[config.mk]
export PLATFORM = sky130hd
export DESIGN_NAME = shrf_top
export DESIGN_NICKNAME = d
export VERILOG_FILES = /design/src/rtl/shrf_pkg.sv /design/src/rtl/shrf_remap.sv /design/src/rtl/shrf_bank.sv /design/src/rtl/shrf_top.sv
export SDC_FILE = /design/constraint.sdc
export NUM_CORES = 2
export LEC_CHECK = 0
export ABC_CLOCK_PERIOD_IN_PS = 7200
export BUFFER_PORTS_ARGS = -buffer_cell sky130_fd_sc_hd__buf_2
export CAP_MARGIN = 10
export CORE_UTILIZATION = 58
export CTS_BUF_LIST = sky130_fd_sc_hd__clkbuf_16
export CTS_CLUSTER_DIAMETER = 40
export DETAILED_ROUTE_END_ITERATION = 16
export PLACE_DENSITY_LB_ADDON = 0.08
export SLEW_MARGIN = 20
export SYNTH_ARGS = -nofsm -noshare
export SYNTH_HDL_FRONTEND = slang
export SYNTH_HIERARCHICAL = 1
export SYNTH_SLANG_ARGS = --single-unit
[constraint.sdc]
create_clock -name clk -period 7.2 [get_ports clk]
set_input_delay 0.36 -clock clk [delete_from_list [all_inputs] [get_ports clk]]
set_output_delay 0.36 -clock clk [all_outputs]
set_load 0.005 [all_outputs]
[src/rtl/shrf_pkg.sv]
package shrf_pkg;

    localparam int unsigned REG_NUM_W   = 5;
    localparam int unsigned ZERO_NUM    = 31;
    localparam int unsigned WIN_LO      = 8;
    localparam int unsigned WIN_HI      = 14;
    localparam int unsigned EXTRA_NUM   = 25;
    localparam int unsigned OVL_DEPTH   = 8;
    localparam int unsigned NORM_DEPTH  = 31;

    typedef logic [REG_NUM_W-1:0] reg_num_t;

    // Where a register number lands after the mode-dependent steering.
    typedef struct packed {
        logic     is_zero;
        logic     in_overlay;
        reg_num_t slot;
    } rf_loc_t;

    function automatic logic redirected(input reg_num_t num);
        return ((32'(num) >= WIN_LO) && (32'(num) <= WIN_HI)) || (32'(num) == EXTRA_NUM);
    endfunction

    function automatic rf_loc_t locate(input logic priv, input reg_num_t num);
        rf_loc_t l;
        l.is_zero    = (32'(num) == ZERO_NUM);
        l.in_overlay = 1'b0;
        l.slot       = num;
        if (priv && redirected(num)) begin
            l.in_overlay = 1'b1;
            if (32'(num) == EXTRA_NUM)
                l.slot = reg_num_t'(OVL_DEPTH - 1);
            else
                l.slot = num - reg_num_t'(WIN_LO);
        end
        return l;
    endfunction

endpackage

[src/rtl/shrf_remap.sv]
module shrf_remap
    import shrf_pkg::*;
(
    input  logic     priv,
    input  reg_num_t num,
    output rf_loc_t  loc
);
    always_comb loc = locate(priv, num);
endmodule

[src/rtl/shrf_bank.sv]
module shrf_bank #(
    parameter int unsigned WIDTH = 64,
    parameter int unsigned DEPTH = 31,
    parameter int unsigned NRD   = 2,
    localparam int unsigned AW   = (DEPTH > 1) ? $clog2(DEPTH) : 1
) (
    input  logic                       clk,
    input  logic                       rst,
    input  logic                       we,
    input  logic [AW-1:0]              waddr,
    input  logic [WIDTH-1:0]           wdata,
    input  logic [NRD-1:0][AW-1:0]     raddr,
    output logic [NRD-1:0][WIDTH-1:0]  rdata
);
    logic [WIDTH-1:0] mem [DEPTH];

    always_ff @(posedge clk) begin
        if (rst) begin
            for (int i = 0; i < int'(DEPTH); i++) mem[i] <= '0;
        end else if (we && (32'(waddr) < DEPTH)) begin
            mem[waddr] <= wdata;
        end
    end

    for (genvar p = 0; p < int'(NRD); p++) begin : g_rd
        always_comb begin
            rdata[p] = '0;
            if (32'(raddr[p]) < DEPTH) rdata[p] = mem[raddr[p]];
        end
    end

    // an accepted write is held in the addressed entry one edge later
    p_write_lands_r8: assert property (@(posedge clk) disable iff (rst)
        (we && (32'(waddr) < DEPTH)) |=> (mem[$past(waddr)] == $past(wdata)));

endmodule

[src/rtl/shrf_top.sv]
module shrf_top
    import shrf_pkg::*;
#(
    parameter int unsigned XLEN = 64
) (
    input  logic            clk,
    input  logic            rst,
    input  logic            priv_mode,
    input  logic [4:0]      rd_num_a,
    output logic [XLEN-1:0] rd_data_a,
    input  logic [4:0]      rd_num_b,
    output logic [XLEN-1:0] rd_data_b,
    input  logic            wr_en,
    input  logic [4:0]      wr_num,
    input  logic [XLEN-1:0] wr_data
);
    localparam int unsigned NRD   = 2;
    localparam int unsigned N_AW  = $clog2(NORM_DEPTH);
    localparam int unsigned O_AW  = $clog2(OVL_DEPTH);

    reg_num_t [NRD-1:0]              rd_num;
    rf_loc_t  [NRD-1:0]              rd_loc;
    logic     [NRD-1:0][N_AW-1:0]    norm_raddr;
    logic     [NRD-1:0][O_AW-1:0]    ovl_raddr;
    logic     [NRD-1:0][XLEN-1:0]    norm_rdata;
    logic     [NRD-1:0][XLEN-1:0]    ovl_rdata;
    logic     [NRD-1:0][XLEN-1:0]    rd_data;
    rf_loc_t                         wr_loc;
    logic                            norm_we;
    logic                            ovl_we;

    assign rd_num[0] = rd_num_a;
    assign rd_num[1] = rd_num_b;
    assign rd_data_a = rd_data[0];
    assign rd_data_b = rd_data[1];

    for (genvar p = 0; p < int'(NRD); p++) begin : g_port
        shrf_remap u_map (.priv(priv_mode), .num(rd_num[p]), .loc(rd_loc[p]));
        assign norm_raddr[p] = N_AW'(rd_loc[p].slot);
        assign ovl_raddr[p]  = rd_loc[p].slot[O_AW-1:0];
        always_comb begin
            if (rd_loc[p].is_zero)         rd_data[p] = '0;
            else if (rd_loc[p].in_overlay) rd_data[p] = ovl_rdata[p];
            else                           rd_data[p] = norm_rdata[p];
        end
    end

    shrf_remap u_wmap (.priv(priv_mode), .num(wr_num), .loc(wr_loc));

    assign norm_we = wr_en && !wr_loc.is_zero && !wr_loc.in_overlay;
    assign ovl_we  = wr_en && !wr_loc.is_zero &&  wr_loc.in_overlay;

    shrf_bank #(.WIDTH(XLEN), .DEPTH(NORM_DEPTH), .NRD(NRD)) u_norm (
        .clk(clk), .rst(rst), .we(norm_we), .waddr(N_AW'(wr_loc.slot)),
        .wdata(wr_data), .raddr(norm_raddr), .rdata(norm_rdata));

    shrf_bank #(.WIDTH(XLEN), .DEPTH(OVL_DEPTH), .NRD(NRD)) u_ovl (
        .clk(clk), .rst(rst), .we(ovl_we), .waddr(wr_loc.slot[O_AW-1:0]),
        .wdata(wr_data), .raddr(ovl_raddr), .rdata(ovl_rdata));

    // number 31 reads zero on both ports
    p_zero_a_r6: assert property (@(posedge clk) disable iff (rst)
        (rd_num_a == 5'd31) |-> (rd_data_a == '0));
    p_zero_b_r6: assert property (@(posedge clk) disable iff (rst)
        (rd_num_b == 5'd31) |-> (rd_data_b == '0));
    // privileged writes to redirected numbers never reach the ordinary bank
    p_ovl_isolates_r7: assert property (@(posedge clk) disable iff (rst)
        (priv_mode && ((wr_num >= 5'd8 && wr_num <= 5'd14) || wr_num == 5'd25)) |-> !norm_we);
    // outside privileged mode the overlay bank is never written
    p_no_ovl_write_r2: assert property (@(posedge clk) disable iff (rst)
        !priv_mode |-> !ovl_we);
    // no bank write without the enable
    p_no_write_r10: assert property (@(posedge clk) disable iff (rst)
        !wr_en |-> (!norm_we && !ovl_we));

endmodule

# --- After elaboration in Yosys (flattened, before gate mapping) ---
# Memories as Yosys holds them, arrays and structs flattened.
# Cells that the tools add are included.
totals:
  reg_bits: 0
  mem_bits_rw: 2496
  input_bits: 83
  output_inout_bits: 128
  wordCells: 63
  memories: 2
classes:
  n_addsub: 3
  order_cmp: 9
  n_eq_ne: 6
  mux: 26
  reduce_logical: 17
memory_table:
  columns: ["name", "depth", "width", "rd", "rd_clocked_by_memory_dff", "wr", "line", "source"]
  rows:
  - ["u_norm.mem", 31, 64, 2, 0, 31, "shrf_bank.sv:15", "logic [WIDTH-1:0] mem [DEPTH];"]
  - ["u_ovl.mem", 8, 64, 2, 0, 8, "shrf_bank.sv:15", null]
ops:
  columns: ["op", "n"]
  rows:
  - ["$mux W64", 8]
  - ["$reduce_or A64 Y1", 2]
  - ["$eq A5 B5 Y1 const B", 6]
  - ["$mux W5", 4]
  - ["$mux W6", 3]
  - ["$ge A5 B4 Y1 const B", 3]
  - ["$le A5 B4 Y1 const B", 3]
  - ["$lt A5 B5 Y1 const B", 3]
  - ["$sub A5 B4 Y5 const B", 3]
  - ["$logic_and A1 B1 Y1", 10]
  - ["$mux W1", 10]
  - ["$logic_or A1 B1 Y1", 3]
  - ["$mux W3", 1]
  - ["$logic_not A1 Y1", 2]

# --- Depth between registers and ports, before layout ---
depth:
  word_depth: 13
  ltp_mapped: 15
  ltp_nobuf: 12

# --- Modules after synthesis ---
# Netlist, hierarchy kept.
modules_own_cells:
  columns: ["module", "instances", "cells_each", "area_each_um2", "seq_area_each_um2"]
  rows:
  - ["shrf_bank at u_norm", 1, 6839, 108514.1, 61499.0]
  - ["shrf_bank at u_ovl", 1, 1671, 26495.4, 15374.7]
  - ["shrf_top", 1, 286, 2042.0, 0.0]
  - ["shrf_remap at g_port[0].u_map ...", 2, 22, 168.9, 0.0]
  - ["shrf_remap at g_port[1].u_map", 1, 27, 170.2, 0.0]

# --- Worst setup path after synthesis ---
# No wires, ideal clock.
synth_path:
  path_type: "input to register"
  from: "input wr_num[4]"
  to: "memory u_ovl.mem[0][0], enable pin"
  setup_ns: 0.499
  t_arrival_ns: 5.079
  t_required_ns: 6.701
  setup_slack_ns: 1.622
  cell_stages: 11
  path_buffers: 3
  path_cell_list: "inv_1 -> ha_1 -> nor3b_1 -> o311ai_2 -> nand2_1 -> and3b_1 -> or3b_1 -> buf_2 -> buf_2 -> buf_2 -> o21bai_1"
synth_rtl:
  columns: ["element", "line", "source"]
  rows:
  - ["start, declared", "shrf_top.sv:14", "input logic [4:0] wr_num,"]
  - ["end, declared", "shrf_bank.sv:15", null]

==> reports/results.ini <==
[outcome]
result_of_the_run = completed

[sta]
max_clock_freq_mhz = 166
totalNegativeSetupSlack_ns = 0
rsz_0062_raised_after_global_routing = no
slew_violations = 0
timing.slew.headroom_pct = 11.2
post-route-period-util_pct = 83.5
final_setup_violation_count = 0
period_needed_ns = 6.01
final-hold-violation-count = 0
worst_slew_pin_slew_ns = 1.33
finalWorstSetupSlack_ns = 1.19

[routing]
detailedRoute.firstIterationViolations = 16129
post_drt_via_cell_ratio = 7.35
met2_wirelength_um = 215000
detail_route.wirelength_um = 504000
antenna_violating_nets_post_route = 0
post_drt_wl_per_cell_um = 40.7
route.detailed.drc = 0
top_layer_used = met5
dr_total_vias = 91073
m1WireLength_um = 171000
drt_first_pass_iters = 6
met3_routed_wl_um = 91400

[clock_network]
total_of_cells_resized_after_clock_tree_synthesis = 0
cts.htree.levels = 5
cts-root-to-sink-buffers = 4
clk_root_buffer_cell = sky130_fd_sc_hd__clkbuf_16
cts_num_sinks = 2560
inserted_clock_buffers = 410
clkTransAtPathRegs_ns = 0.05
cts_tree = yes

[global_routing]
globalRoute.totalOverflow = 0
grt_first_pass_wirelength_um = 693000
grt_util_all_layers_pct = 42.4
first_global_vias = 88885
grt_antenna_before_repair = 62
pin_count_of_the_biggest_net_entering_global_routing = 197

[run]
max_cap_violations = 0

[synth]
ys_async_rst_share_pct = 0
post_synth_instance_area_um2 = 138000
synth_warnings = 6
syn_inst = 8867
synth_enable_flop_cells = 2560
synth_flop_cell = sky130_fd_sc_hd__edfxtp_1
post_synth_num_cell_types = 59
postSynthRegisterBits = 2560
sequential_fraction_of_the_synthesis_area_pct = 55.9
post_synth_main_area_contributors = sky130_fd_sc_hd__edfxtp_1 (56%), sky130_fd_sc_hd__mux4_2 (21%), sky130_fd_sc_hd__and2_1 (9.0%), sky130_fd_sc_hd__mux2i_1 (3.3%), sky130_fd_sc_hd__nor3_1 (2.0%)
ys_top_cells_by_count = sky130_fd_sc_hd__edfxtp_1 (2560), sky130_fd_sc_hd__and2_1 (1984), sky130_fd_sc_hd__mux4_2 (1313)
postSynthAreaPerCell_um2 = 15.5
post-synth-top-count-cell = sky130_fd_sc_hd__edfxtp_1
synth_largest_area_cell = sky130_fd_sc_hd__edfxtp_1
synthDominantCellAreaShare_pct = 55.9

[pwr]
design_power_total_mw = 43.2
irDropWorstVdd_mv = 0.214
leakagePower_nw = 53.6
p_per_area_nw_per_um2 = 276

[worst_setup_path]
crit_path_max_fanout = 79
critical_path.slowest_cell = sky130_fd_sc_hd__a2111oi_1
worstPathArrival_ns = 5.65
crit_path_end_kind = output pin
timing_worst_setup_path_type = input pin to output pin
timing.critical_path.cells = buf_8 -> nand3_2 -> or3_4 -> nand2b_4 -> buf_12 -> mux4_2 -> mux2i_1 -> nor2_1 -> a2111oi_1 -> buf_4 -> nor3_1 -> mux2i_1 -> nor2_1 -> buf_2
cp_slowest_stage_delay_ns = 1.01
cp_data_required_time_ns = 6.84
critPathLaunchType = input pin

[floorplan]
fp.dieArea_um2 = 239000
chipWidth_um = 489
floorplan.initialDensity_pct = 58.4
core_um2 = 235000
die-height_um = 489
i_o_pin_cnt = 211
num_rows = 178

[placed_design]
placement.io_buffers = 210
gp_routability_congestion = 0.897
dp_hpwl_um = 276000
dpl_cell_area_um2 = 141000
preCtsSetupSlack_ns = 1.37

[final_layout]
ff_latch_area_um2 = 76900
multi_input_logic_area_um2 = 56500
final_area_um2 = 156000
final_nets = 8979
final.fill_count = 16085
synthToLayoutAreaGrowth_pct = 13.5
layout-drive-gt1-share_pct = 29.6

[worst_hold_path]
timing.hold.worst.class = input pin to flip-flop

state kept, by name, indices dropped and copies added (netlist names):
signal      flops
u_ovl/mem     512
u_norm/mem   2048
power by group:
part | switching [mW] | internal [mW] | total, mW
clock | 7.58 | 12.5 | 20.0
sequential | 0.403 | 17.2 | 17.6
combinational | 3.38 | 2.12 | 5.49
cell families after synthesis:
logic type,count (synthesis),synth area share [%]
AND/OR/NAND/NOR,2911,12.4
AO/OA/AOI/OAI,371,1.96
buffers and inverters,1106,3.75
adder cells (fa/ha/maj),6,0.0546
other,1,0.00273
flip-flops,2560,55.9
multiplexers,1912,26.0
cell usage in the layout, fill, tap and decap left out, drive strengths merged, types with 4 or more instances in the layout:
master	instances
edfxtp	2560
and2	1984
mux4	1313
nor3	554
buf	465
mux2i	453
clkbuf	415
nor2	206
clkinv	180
inv	166
mux2	146
conb	64
dlygate4sd3	62
o22ai	60
o221ai	56
clkinvlp	53
o21ai	52
bufinv	51
o2bb2ai	40
or2	37
a211oi	35
a21oi	32
a22oi	31
diode	30
and3	30
nor2b	25
nand2	24
a221oi	15
a2111oi	15
o21a	14
nand2b	14
o21bai	8
nand3	8
ha	6
nand3b	6
nor4	5
o311ai	4
final timing paths:
path | start | to | slack, ns | cells past startpoint
max | rd_num_b[0] | rd_data_b[10] | 1.19 | 14
min | wr_data[36] | u_norm/mem[31][36] | 0.1 | 1
routing by layer:
layer | vias to the layer above | track usage, %
met3 | 1600 | 17.7
met1 | 46354 | 57.0
met2 | 8429 | 60.2
met5 | - | 0
met4 | 34 | 19.2
li1 | 34656 | -
critical path, delay by kind of cell:
kind | cells | cell delay [ns]
and+or+nand+nor | 6 | 1.62
AOI/OAI and AO/OA | 1 | 1.01
muxes | 3 | 0.94
buffers and inverters | 4 | 1.49
final cells by class:
cell class / instances / share of cell area, %
Tap cell: 3150 / 2.52
Inverter: 127 / 0.309
Timing Repair Buffer: 527 / 2.81
Multi-Input combinational cell: 5264 / 36.2
Antenna cell: 30 / 0.0481
Sequential cell: 2560 / 49.2
Clock inverter: 323 / 2.25
Clock buffer: 415 / 6.65
per-stage QoR:
| stage | utilization, % | cells | hold slack (ns) |
|---|---|---|---|
| 6_report | 66.3 | 12396 | 0.0952 |
| 5_1_grt | 66.3 | 12370 | 0.0804 |
| 4_1_cts | 66.3 | 12366 | 0.0154 |
| 3_5_place_dp | 60.1 | 11566 | 0.852 |
| 3_3_place_gp | 60.1 | 11563 | 0.845 |
| 2_1_floorplan | - | 8930 | 0.459 |
repair_timing:
item                      in CTS  in global routing
hold endpoints to repair     647                  0
hold buffers                  62                  0
setup buffers                  0                  0
Note: power is estimated with default switching activity, not from simulation.
